$ cat src/rtl/cnf_pkg.sv
package cnf_pkg;

   typedef enum logic [1:0] {
      CNF_PASS  = 2'b00,
      CNF_RATEA = 2'b01,
      CNF_RATEB = 2'b10,
      CNF_RATEC = 2'b11
   } cnf_mode_e;

   localparam int CNF_NUM_RATES = 3;

   function automatic int cnf_max3(input int a, input int b, input int c);
      int m;
      m = a;
      if (b > m) m = b;
      if (c > m) m = c;
      return m;
   endfunction

endpackage

$ cat src/rtl/cnf_sync.sv
module cnf_sync #(
   parameter int STAGES = 2
) (
   input  logic clk,
   input  logic rst,
   input  logic d_async,
   output logic q_sync
);

   logic [STAGES-1:0] stage_q;

   generate
      if (STAGES < 2) begin : g_bad_stages
         $error("cnf_sync: STAGES must be at least 2");
      end
   endgenerate

   genvar gi;
   generate
      for (gi = 0; gi < STAGES; gi++) begin : g_stage
         if (gi == 0) begin : g_first
            always_ff @(posedge clk) begin
               if (rst) stage_q[gi] <= 1'b0;
               else     stage_q[gi] <= d_async;
            end
         end else begin : g_next
            always_ff @(posedge clk) begin
               if (rst) stage_q[gi] <= 1'b0;
               else     stage_q[gi] <= stage_q[gi-1];
            end
         end
      end
   endgenerate

   assign q_sync = stage_q[STAGES-1];

endmodule

$ cat src/rtl/cnf_prescale.sv
module cnf_prescale
   import cnf_pkg::*;
#(
   parameter int RATE_A_LOG2 = 1,
   parameter int RATE_B_LOG2 = 3,
   parameter int RATE_C_LOG2 = 5
) (
   input  logic      clk,
   input  logic      rst,
   input  cnf_mode_e mode,
   output logic      strobe
);

   localparam int CNT_W = cnf_max3(RATE_A_LOG2, RATE_B_LOG2, RATE_C_LOG2);
   localparam int RATE_LOG2 [CNF_NUM_RATES] = '{RATE_A_LOG2, RATE_B_LOG2, RATE_C_LOG2};

   generate
      if (RATE_A_LOG2 < 1) begin : g_bad_min
         $error("cnf_prescale: RATE_A_LOG2 must be at least 1");
      end
      if (!(RATE_A_LOG2 < RATE_B_LOG2 && RATE_B_LOG2 < RATE_C_LOG2)) begin : g_bad_order
         $error("cnf_prescale: rates must be strictly increasing");
      end
   endgenerate

   logic [CNT_W-1:0]         cnt_q;
   logic [CNF_NUM_RATES-1:0] tap;

   always_ff @(posedge clk) begin
      if (rst) cnt_q <= '0;
      else     cnt_q <= cnt_q + 1'b1;
   end

   genvar gr;
   generate
      for (gr = 0; gr < CNF_NUM_RATES; gr++) begin : g_tap
         assign tap[gr] = &cnt_q[RATE_LOG2[gr]-1:0];
      end
   endgenerate

   always_comb begin
      unique case (mode)
         CNF_RATEA: strobe = tap[0];
         CNF_RATEB: strobe = tap[1];
         CNF_RATEC: strobe = tap[2];
         default:   strobe = 1'b0;
      endcase
   end

endmodule

$ cat src/rtl/cnf_vote_chain.sv
module cnf_vote_chain #(
   parameter int DEPTH = 4
) (
   input  logic             clk,
   input  logic             rst,
   input  logic             shift_en,
   input  logic             d_in,
   output logic [DEPTH-1:0] chain,
   output logic             all_same
);

   generate
      if (DEPTH < 2) begin : g_bad_depth
         $error("cnf_vote_chain: DEPTH must be at least 2");
      end
   endgenerate

   logic [DEPTH-1:0] chain_q;

   genvar gs;
   generate
      for (gs = 0; gs < DEPTH; gs++) begin : g_cell
         if (gs == 0) begin : g_head
            always_ff @(posedge clk) begin
               if (rst)           chain_q[gs] <= 1'b0;
               else if (shift_en) chain_q[gs] <= d_in;
            end
         end else begin : g_tail
            always_ff @(posedge clk) begin
               if (rst)           chain_q[gs] <= 1'b0;
               else if (shift_en) chain_q[gs] <= chain_q[gs-1];
            end
         end
      end
   endgenerate

   assign chain    = chain_q;
   assign all_same = (&chain_q) | ~(|chain_q);

endmodule

$ cat src/rtl/cap_noise_filter.sv
module cap_noise_filter
   import cnf_pkg::*;
#(
   parameter int SYNC_STAGES = 2,
   parameter int CHAIN_DEPTH = 4,
   parameter int RATE_A_LOG2 = 1,
   parameter int RATE_B_LOG2 = 3,
   parameter int RATE_C_LOG2 = 5
) (
   input  logic       clk,
   input  logic       rst,
   input  logic       pin_raw,
   input  logic       sel_wr,
   input  logic [1:0] sel_wdata,
   output logic       filt_out
);

   cnf_mode_e              sel_q;
   logic                   sync_q;
   logic                   strobe;
   logic [CHAIN_DEPTH-1:0] chain_q;
   logic                   all_same;
   logic                   out_q;

   always_ff @(posedge clk) begin
      if (rst)         sel_q <= CNF_PASS;
      else if (sel_wr) sel_q <= cnf_mode_e'(sel_wdata);
   end

   cnf_sync #(.STAGES(SYNC_STAGES)) u_sync (
      .clk     (clk),
      .rst     (rst),
      .d_async (pin_raw),
      .q_sync  (sync_q)
   );

   cnf_prescale #(
      .RATE_A_LOG2 (RATE_A_LOG2),
      .RATE_B_LOG2 (RATE_B_LOG2),
      .RATE_C_LOG2 (RATE_C_LOG2)
   ) u_prescale (
      .clk    (clk),
      .rst    (rst),
      .mode   (sel_q),
      .strobe (strobe)
   );

   cnf_vote_chain #(.DEPTH(CHAIN_DEPTH)) u_chain (
      .clk      (clk),
      .rst      (rst),
      .shift_en (strobe),
      .d_in     (sync_q),
      .chain    (chain_q),
      .all_same (all_same)
   );

   always_ff @(posedge clk) begin
      if (rst)                    out_q <= 1'b0;
      else if (sel_q == CNF_PASS) out_q <= sync_q;
      else if (all_same)          out_q <= chain_q[0];
   end

   assign filt_out = out_q;

endmodule

$ cat config.mk
export PLATFORM = sky130hd
export DESIGN_NAME = cap_noise_filter
export DESIGN_NICKNAME = d
export VERILOG_FILES = /design/src/rtl/cnf_pkg.sv /design/src/rtl/cnf_sync.sv /design/src/rtl/cnf_prescale.sv /design/src/rtl/cnf_vote_chain.sv /design/src/rtl/cap_noise_filter.sv
export SDC_FILE = /design/constraint.sdc
export NUM_CORES = 1
export LEC_CHECK = 0
export ABC_CLOCK_PERIOD_IN_PS = 1700
export BUFFER_PORTS_ARGS = -buffer_cell sky130_fd_sc_hd__buf_2
export CAP_MARGIN = 30
export CORE_AREA = 2 2 39 41
export CTS_CLUSTER_DIAMETER = 200
export CTS_CLUSTER_SIZE = 40
export DETAILED_ROUTE_END_ITERATION = 10
export DIE_AREA = 0 0 41 43
export PLACE_DENSITY = 0.65
export SETUP_SLACK_MARGIN = 0.3
export SYNTH_ARGS = -nofsm -noshare
export SYNTH_HDL_FRONTEND = slang
export SYNTH_SLANG_ARGS = --single-unit
$ cat constraint.sdc
create_clock -name clk -period 1.7 [get_ports clk]
set_clock_uncertainty 0.1 [all_clocks]
set_input_delay 0.085 -clock clk [delete_from_list [all_inputs] [get_ports clk]]
set_output_delay 0.085 -clock clk [all_outputs]
set_load 0.02 [all_outputs]
# Word level (Yosys, flattened, before mapping)
# Cells that the tools add are included.
[totals] register_bits=14 latchBits=0 ramBits=0 romBits=0 inputBits=6 out_inout_bits=1 word_cells=24 n_memories=0
[classes] add_sub_neg=1 multipliers=0 div=0 n_lt_le_gt_ge=0 eq_ne=3 shifts=0 mux=3 bitwise=2 n_reduce_logical=6
[op_table] cell="5-bit by 1-bit adder with 5-bit output (second input constant)" count=1
[op_table] cell="5-bit AND reduction" count=1
[op_table] cell="2-bit == test (second input constant)" count=2
[op_table] cell="4-bit AND reduction" count=1
[op_table] cell="4-bit OR reduction" count=1
[op_table] cell="1-bit case mux with 3 select lines" count=1
[op_table] cell="3-bit AND reduction" count=1
[op_table] cell="2-bit by 1-bit == test with 1-bit output (second input constant)" count=1
[op_table] cell="2-bit zero test" count=1
[op_table] cell="1-bit two-way mux" count=2
[op_table] cell="2-bit nonzero test" count=1
[op_table] cell="1-bit NOT" count=1
[op_table] cell="1-bit bitwise OR" count=1

# Logic depth before layout (Yosys ltp)
# Gate-level depths: netlist of the first run.
[logic_depth] word_depth=5 ltp_mapped=6 mapped_depth_nobuf=6

# Cells and area by module
# A second synthesis of the first run with hierarchy kept.
[hier_totals] hier_cells=51 hier_area_um2=551.8
[modules_own_cells] module="cnf_prescale" instances=1 cells_each=20 area_each_um2=225.2 seq_area_each_um2=100.1
[modules_own_cells] module="cnf_vote_chain" instances=1 cells_each=16 area_each_um2=157.7 seq_area_each_um2=80.1
[modules_own_cells] module="cap_noise_filter" instances=1 cells_each=11 area_each_um2=116.4 seq_area_each_um2=60.1
[modules_own_cells] module="cnf_sync" instances=1 cells_each=4 area_each_um2=52.6 seq_area_each_um2=40.0

# Worst setup path before layout of the first run
# Ideal clock, no wire load.
[synth_timing] kind="register to register" from="register u_prescale.cnt_q[0]" to="register u_chain.chain_q[0], in the netlist u_chain.chain[0]" setup_time_ns=0.072 arrival_ns=1.317 required_time_ns=1.528 path_slack_ns=0.211 stages_incl_launch_ff=7 n_path_buf=0 synth_period_minus_slack_ns=1.489 path_cell_list="dfxtp_1 ha_1 and3_1 ha_1 mux2i_1 mux2_4 mux2i_1"
[synth_between] elab_chain_cells=2 word_cells_on_any_way=3 classes_between="mux: 1; reduce/logical: 2"
[synth_rtl] element="from (decl)" line_no="cnf_prescale.sv:26" rtl="logic [CNT_W-1:0] cnt_q;"
[synth_rtl] element="from (signal assigned)" line_no="cnf_prescale.sv:31" rtl="else cnt_q <= cnt_q + 1'b1;"
[synth_rtl] element="5-bit AND reduction or 3-bit AND reduction (tied branches)" line_no="cnf_prescale.sv:37" rtl="assign tap[gr] = &cnt_q[RATE_LOG2[gr]-1:0];"
[synth_rtl] element="1-bit case mux with 3 select lines *" line_no="cnf_prescale.sv:42" rtl="unique case (mode)"
[synth_rtl] element="to (signal, indexed assignment)" line_no="cnf_vote_chain.sv:26" rtl="else if (shift_en) chain_q[gs] <= d_in;"
[synth_rtl] element="to (decl)" line_no="cnf_vote_chain.sv:18" rtl="logic [DEPTH-1:0] chain_q;"
# Mark *: on every way between the ends. The rest lies on a longest branch, timed or not.
# A chain may end at the register's enable or synchronous reset.

# Final worst setup path of the first run
[layout_timing] from="register u_prescale.cnt_q[0]" to="register u_chain.chain_q[3], in the netlist u_chain.chain[3]"
# The elaborated chain is that of the path after synthesis.

==> out/metrics.yaml, run 1 <==
htree_levels: 1
setup.worst_path.class: "register to register"
antenna_found_initial: 0
first_global_vias: 390
final-setup-viol-count: 0
hold_path_startpoint: "sel_wr"
fin_crit_sh: 0.894
synth.net_count: 60
clk_pin_slew_ns: 0.07
design_area_um2: 698
holdPathEnd: "sel_q[1]"
r2r-end: "u_chain.chain[3]"
worstMarginPinSlew_ns: 0.249
cts_tree: "yes"
drive_gt1_frac: 0.266
synth_top_area_share: 0.510
drv_cap: 0
ys_seq_area_frac: 0.510
die_w_um: 41
multi_input_area_um2: 295
io_buffer_count: 6
grtUsageTotal: 0.136
routed_via_density: 4.74
initial_utilization: 0.397
die_y_um: 43
setup_tns_ns: 0
drt_iter0_markers: 2
post-route-drc-count: 0
leakage_nw: 0.304
start_kind: "register"
placed_area_um2: 628
hold_violations: 1
p_per_area_mw_per_mm2: 816
fp-row-count: 14
final_cells: 80
die-area_mm2: 0.00176
fin_util: 0.505
ff2ff_setup_slack_ns: 0.18
synth_cell_types: 17
gp_congestion: 0.582
intPower_uw: 449
clockPowerShare: 0.305
timing.rr.start: "u_prescale.cnt_q[0]"
synth_area_um2: 549
rsz0062_at_grt: "true"
yosys-top-cells-area: "dfxtp_1, mux2i_1, ha_1"
p_sw_uw: 121
crit_required_ns: 1.80
clockBufferDepth: 2
period_minus_slack_ns: 1.52
violations: "negative hold slack"
insertion_delay_ns: 0.27
place_hpwl_um: 549
combPwrFrac: 0.081
timing.fmax_mhz: 658
synth-seq-cells: 14
ant_nets: 0
seqPwrFrac: 0.614
arrival_ns: 1.62
grt_overflow_total: 0
synth.largest_area_cell: "dfxtp_1"
drt_wl_total_um: 888
hold_depth: 3
grt_pass1_wl_um: 1520
regArea_um2: 285
dp_cells: 72
drv_slew: 0
cts_buffers: 3
cts_root_buffer: "clkbuf_4"
num_vias: 379
status: "complete, but fails checks"
antenna_cells: 0
final_nets: 75
core_mm2: 0.00138
peakVddDrop_mv: 0.477
routedWlPerCell_um: 11.1
timing.hold.ws_ns: -0.00291
io-pin-count: 7
fill_cells: 135
grt_max_degree: 16
crit_path_end_kind: "register"
ys_warn_count: 0
r2r_cells: 6
crit_path_max_fanout: 4
startpoint: "u_prescale.cnt_q[0]"
relSlewSlack: 0.834
cts_sinks: 14
syn-instance-count: 51
switching_share: 0.212
drt-pass1-iter-count: 2
min_path_type: "input port to register"
syn_to_final_growth_pct: 27.1
syn_area_per_cell_um2: 10.8
[through the flow]
stage | hold slack (ns) | total power [mW] | setup slack [ns]
2_1_floorplan | 0.113 | 0.381 | 0.271
4_1_cts | 0.0322 | 0.587 | 0.164
5_1_grt | 0.0447 | 0.606 | 0.100
6_report | -0.00291 | 0.570 | 0.181
3_3_place_gp | 0.197 | 0.394 | 0.219
3_5_place_dp | 0.200 | 0.395 | 0.175
[metal layers]
layer  part of all wire  wire, µm  up-vias  track usage
li1                   -         -      201            -
met1               0.44       395      169        0.121
met2               0.50       445        7        0.222
met3              0.038        34        2       0.0785
met4              0.014        12        0       0.0800
met5                  0         0        -            0
[worst max-delay path by stage]
stage | end | slack, ns | depth (start not counted)
after floorplan | u_chain.chain[0] | 0.27 | 6
after global placement | u_chain.chain[1] | 0.22 | 6
after detailed placement | u_chain.chain[3] | 0.17 | 6
after CTS | u_chain.chain[3] | 0.16 | 6
after global routing | u_chain.chain[3] | 0.10 | 6
final | u_chain.chain[3] | 0.18 | 6
[cell usage in the layout, fill, tap and decap left out]
cell type and count:
dfxtp_1 12, or2b_1 4, dfxtp_4 1, a31oi_1 1, nand2_1 2, nand2b_1 1, nor2_1 6, clkbuf_4 3
a21oi_1 1, ha_4 2, nor4_1 1, or4_1 1, xor2_1 1, mux2i_1 7, nand3_1 1, dfxtp_2 1
mux2_4 1, buf_2 6, ha_1 1, nor2b_1 5, dlygate4sd3_1 3, buf_4 2, and3_4 1
[critical path, cell delays in order, from the launching register on]
cell	delay, ns
dfxtp_4	0.35
ha_4	0.15
and3_4	0.18
ha_4	0.14
mux2i_1	0.14
mux2_4	0.21
mux2i_1	0.19
[cell usage after synthesis (all sizes together)]
cell type  count
or2b           4
a21oi          1
mux2i          7
nand2b         1
nor4           1
dfxtp         14
nor2b          5
nand2          2
or4            1
xor2           1
nor2           6
clkbuf         1
mux2           1
ha             3
a31oi          1
nand3          1
and3           1
[cells by family (layout without fill, tap and decap cells)]
group | after synthesis | in the layout | share of synthesized area
compound gates | 2 | 2 | 0.0205
xor+xnor | 1 | 1 | 0.0159
fa+ha+maj | 3 | 3 | 0.0683
buf+inv | 1 | 14 | 0.00683
flops | 14 | 14 | 0.510
mux | 8 | 8 | 0.155
simple gates | 22 | 22 | 0.223
[final cells by class]
type	instances	share of cell area
Clock buffer	3	0.0323
Multi-Input combinational cell	36	0.423
Sequential cell	14	0.409
Tap cell	16	0.0287
Timing Repair Buffer	11	0.108
[state kept, by name, summed over array words and instances, names as in the netlist]
signal            cells
filt_out              1
sel_q                 2
u_chain.chain         4
u_prescale.cnt_q      5
u_sync.q_sync         1
u_sync.stage_q        1
[power by group through the flow]
stage               Combinational (mW)  Clock [mW]  Sequential (mW)
global route                    0.0534       0.201            0.351
detailed placement              0.0357           0            0.359
CTS                             0.0516       0.186            0.350
finish                          0.0462       0.174            0.349
global placement                0.0351           0            0.359
floorplan                       0.0234           0            0.358
[timing repair]
item,4_1_cts,5_1_grt
gates resized for setup,1,0
hold buffers,5,0
endpoints found under the hold margin,3,0
buffers inserted,2,0
setup endpoints to repair,4,6
Note: power is estimated with default switching activity, not from simulation.
==> run 2: changes to the inputs <==
- GPL_TIMING_DRIVEN: unset -> 0
- RECOVER_POWER: unset -> 50
==> out/metrics.yaml, run 2 (synthesis results as in run 1) <==
drv_cap: 0  # unchanged
design_area_um2: 689  # -1.3%
antenna_cells: 0  # unchanged
leakage_nw: 0.299  # -1.7%
core_mm2: 0.00138  # unchanged
ant_nets: 0  # unchanged
r2r_cells: 6  # unchanged
timing.fmax_mhz: 660  # +0.22%
final_nets: 75  # unchanged
cts_tree: "yes"
r2r-end: "u_chain.chain[1]"
combPwrFrac: 0.066  # -0.015
drive_gt1_frac: 0.215  # -0.0502
die_y_um: 43  # unchanged
htree_levels: 1  # unchanged
insertion_delay_ns: 0.28  # about the same
final_cells: 81  # +1.3%
io-pin-count: 7  # unchanged
peakVddDrop_mv: 0.645  # +35%
switching_share: 0.221  # +0.00935
hold_violations: 2  # +1
post-route-drc-count: 0  # unchanged
hold_path_startpoint: "sel_wr"
relSlewSlack: 0.711  # -0.123
first_global_vias: 374  # -4.1%
fin_crit_sh: 0.892  # -0.00194
seqPwrFrac: 0.549  # -0.065
setup_tns_ns: 0  # unchanged
final-setup-viol-count: 0  # unchanged
num_vias: 382  # +0.79%
fin_util: 0.498  # -0.00633
start_kind: "register"
timing.rr.start: "u_prescale.cnt_q[0]"
p_sw_uw: 140  # +16%
crit_required_ns: 1.78  # -0.02 ns
gp_congestion: 0.581  # about the same
largest-register: "u_prescale.cnt_q"
p_per_area_mw_per_mm2: 920  # +13%
cts_sinks: 14  # unchanged
placed_area_um2: 632  # +0.60%
clockBufferDepth: 2  # unchanged
final_cell_mix: "dfxtp_1, mux2i_1, nor2_1"
routedWlPerCell_um: 10.6  # -4.7%
io_buffer_count: 6  # unchanged
drv_slew: 0  # unchanged
min_path_type: "input port to register"
crit_path_frequent_cell: "mux2i_1"
slowest_stage: "dfxtp_1"
hold_depth: 3  # unchanged
layout_commonest_cell: "dfxtp_1"
intPower_uw: 494  # +10%
setup.worst_path.class: "register to register"
period_minus_slack_ns: 1.52  # -0.00330 ns
drt_iter0_markers: 1  # -1
ff2ff_setup_slack_ns: 0.18  # about the same
status: "complete, but fails checks"
drt_wl_total_um: 857  # -3.5%
dp_cells: 73  # +1.4%
timing.hold.ws_ns: -0.0208  # -0.0179 ns
drt-pass1-iter-count: 2  # unchanged
grt_max_degree: 11  # -5
crit_path_cell_trace: "ha_2, and3_4, ha_4, mux2i_1, mux2_4, mux2i_1"
place_hpwl_um: 587  # +6.9%
arrival_ns: 1.60  # -0.02 ns
die-area_mm2: 0.00176  # unchanged
grt_pass1_wl_um: 1440  # -5.0%
crit_path_max_fanout: 4  # unchanged
rsz0062_at_grt: "true"
syn_to_final_growth_pct: 25.5
largest_reg_flops: 5  # unchanged
fill_cells: 137  # +1.5%
initial_utilization: 0.397  # unchanged
holdPathEnd: "sel_q[1]"
cts_root_buffer: "clkbuf_4"
clockPowerShare: 0.385  # +0.080
clk_pin_slew_ns: 0.09  # +0.02 ns
routed_via_density: 4.72  # -0.45%
worstMarginPinSlew_ns: 0.433  # +0.184 ns
fp-row-count: 14  # unchanged
cts_buffers: 3  # unchanged
die_w_um: 41  # unchanged
violations: "negative hold slack"
grtUsageTotal: 0.129  # -0.00782
crit_path_end_kind: "register"
antenna_found_initial: 0  # unchanged
grt_overflow_total: 0  # unchanged
slowest_delay_ns: 0.35  # about the same
-- run 2: cell count changes in the layout (fill, tap and decap cells not counted) --
| cell | delta |
|---|---|
| buf_2 | -1 |
| clkbuf_1 | +3 |
| dfxtp_1 | +1 |
| ha_2 | +1 |
| dfxtp_4 | -1 |
| clkbuf_8 | +1 |
| ha_4 | -1 |
| buf_4 | -2 |
-- run 2: critical path, delay by kind of cell, from the launching register on --
kind                     cells  cell delay (ns)
flip-flops                   1             0.35
AND/OR/NAND/NOR              1             0.19
adder cells (fa/ha/maj)      2             0.29
multiplexers                 3             0.48
-- run 2: timing repair --
item,CTS,global route
pin swaps,0,0
hold buffers,4,0
endpoints found under the setup margin,4,5
resized for setup,1,0
setup buffers,1,0
hold endpoints to repair,3,0
-- run 2: worst max path at each step --
stage / start / endpoint / depth (start not counted)
floorplan: u_prescale.cnt_q[0] / u_chain.chain[0] / 6
global placement: u_prescale.cnt_q[0] / u_chain.chain[0] / 6
detailed placement: u_prescale.cnt_q[0] / u_chain.chain[1] / 6
CTS: u_prescale.cnt_q[0] / u_chain.chain[1] / 6
global route: u_prescale.cnt_q[0] / u_chain.chain[1] / 6
finish: u_prescale.cnt_q[0] / u_chain.chain[1] / 6
-- run 2: final cells by class --
class	instances	area [µm²]	area share
Multi-Input combinational cell	36	285	0.414
Clock buffer	4	36.3	0.0526
Tap cell	16	20.0	0.0290
Timing Repair Buffer	10	62.6	0.0907
Sequential cell	14	282	0.408
Buffer	1	3.75	0.00544
-- run 2: per-stage QoR --
| stage | hold WS [ns] | total power [mW] | setup slack (ns) |
|---|---|---|---|
| 3_3_place_gp | 0.198 | 0.394 | 0.212 |
| 5_1_grt | 0.0155 | 0.660 | 0.118 |
| 6_report | -0.0208 | 0.634 | 0.184 |
| 4_1_cts | 0.0149 | 0.649 | 0.192 |
| 2_1_floorplan | 0.113 | 0.381 | 0.271 |
| 3_5_place_dp | 0.203 | 0.396 | 0.206 |
-- run 2: metal layers --
layer  share of wire  global-route usage  vias to the layer above
met4           0.011              0.0600                        0
met2            0.49               0.191                        7
met5               0                   0                        -
met3           0.061              0.0942                        2
met1            0.44               0.129                      171
li1                -                   -                      202
-- run 2: power groups by stage --
stage	clock network (mW)	registers, mW	logic, mW
2_1_floorplan	0	0.358	0.0234
6_report	0.244	0.348	0.0421
5_1_grt	0.262	0.350	0.0489
3_5_place_dp	0	0.359	0.0365
3_3_place_gp	0	0.359	0.0355
4_1_cts	0.251	0.350	0.0484
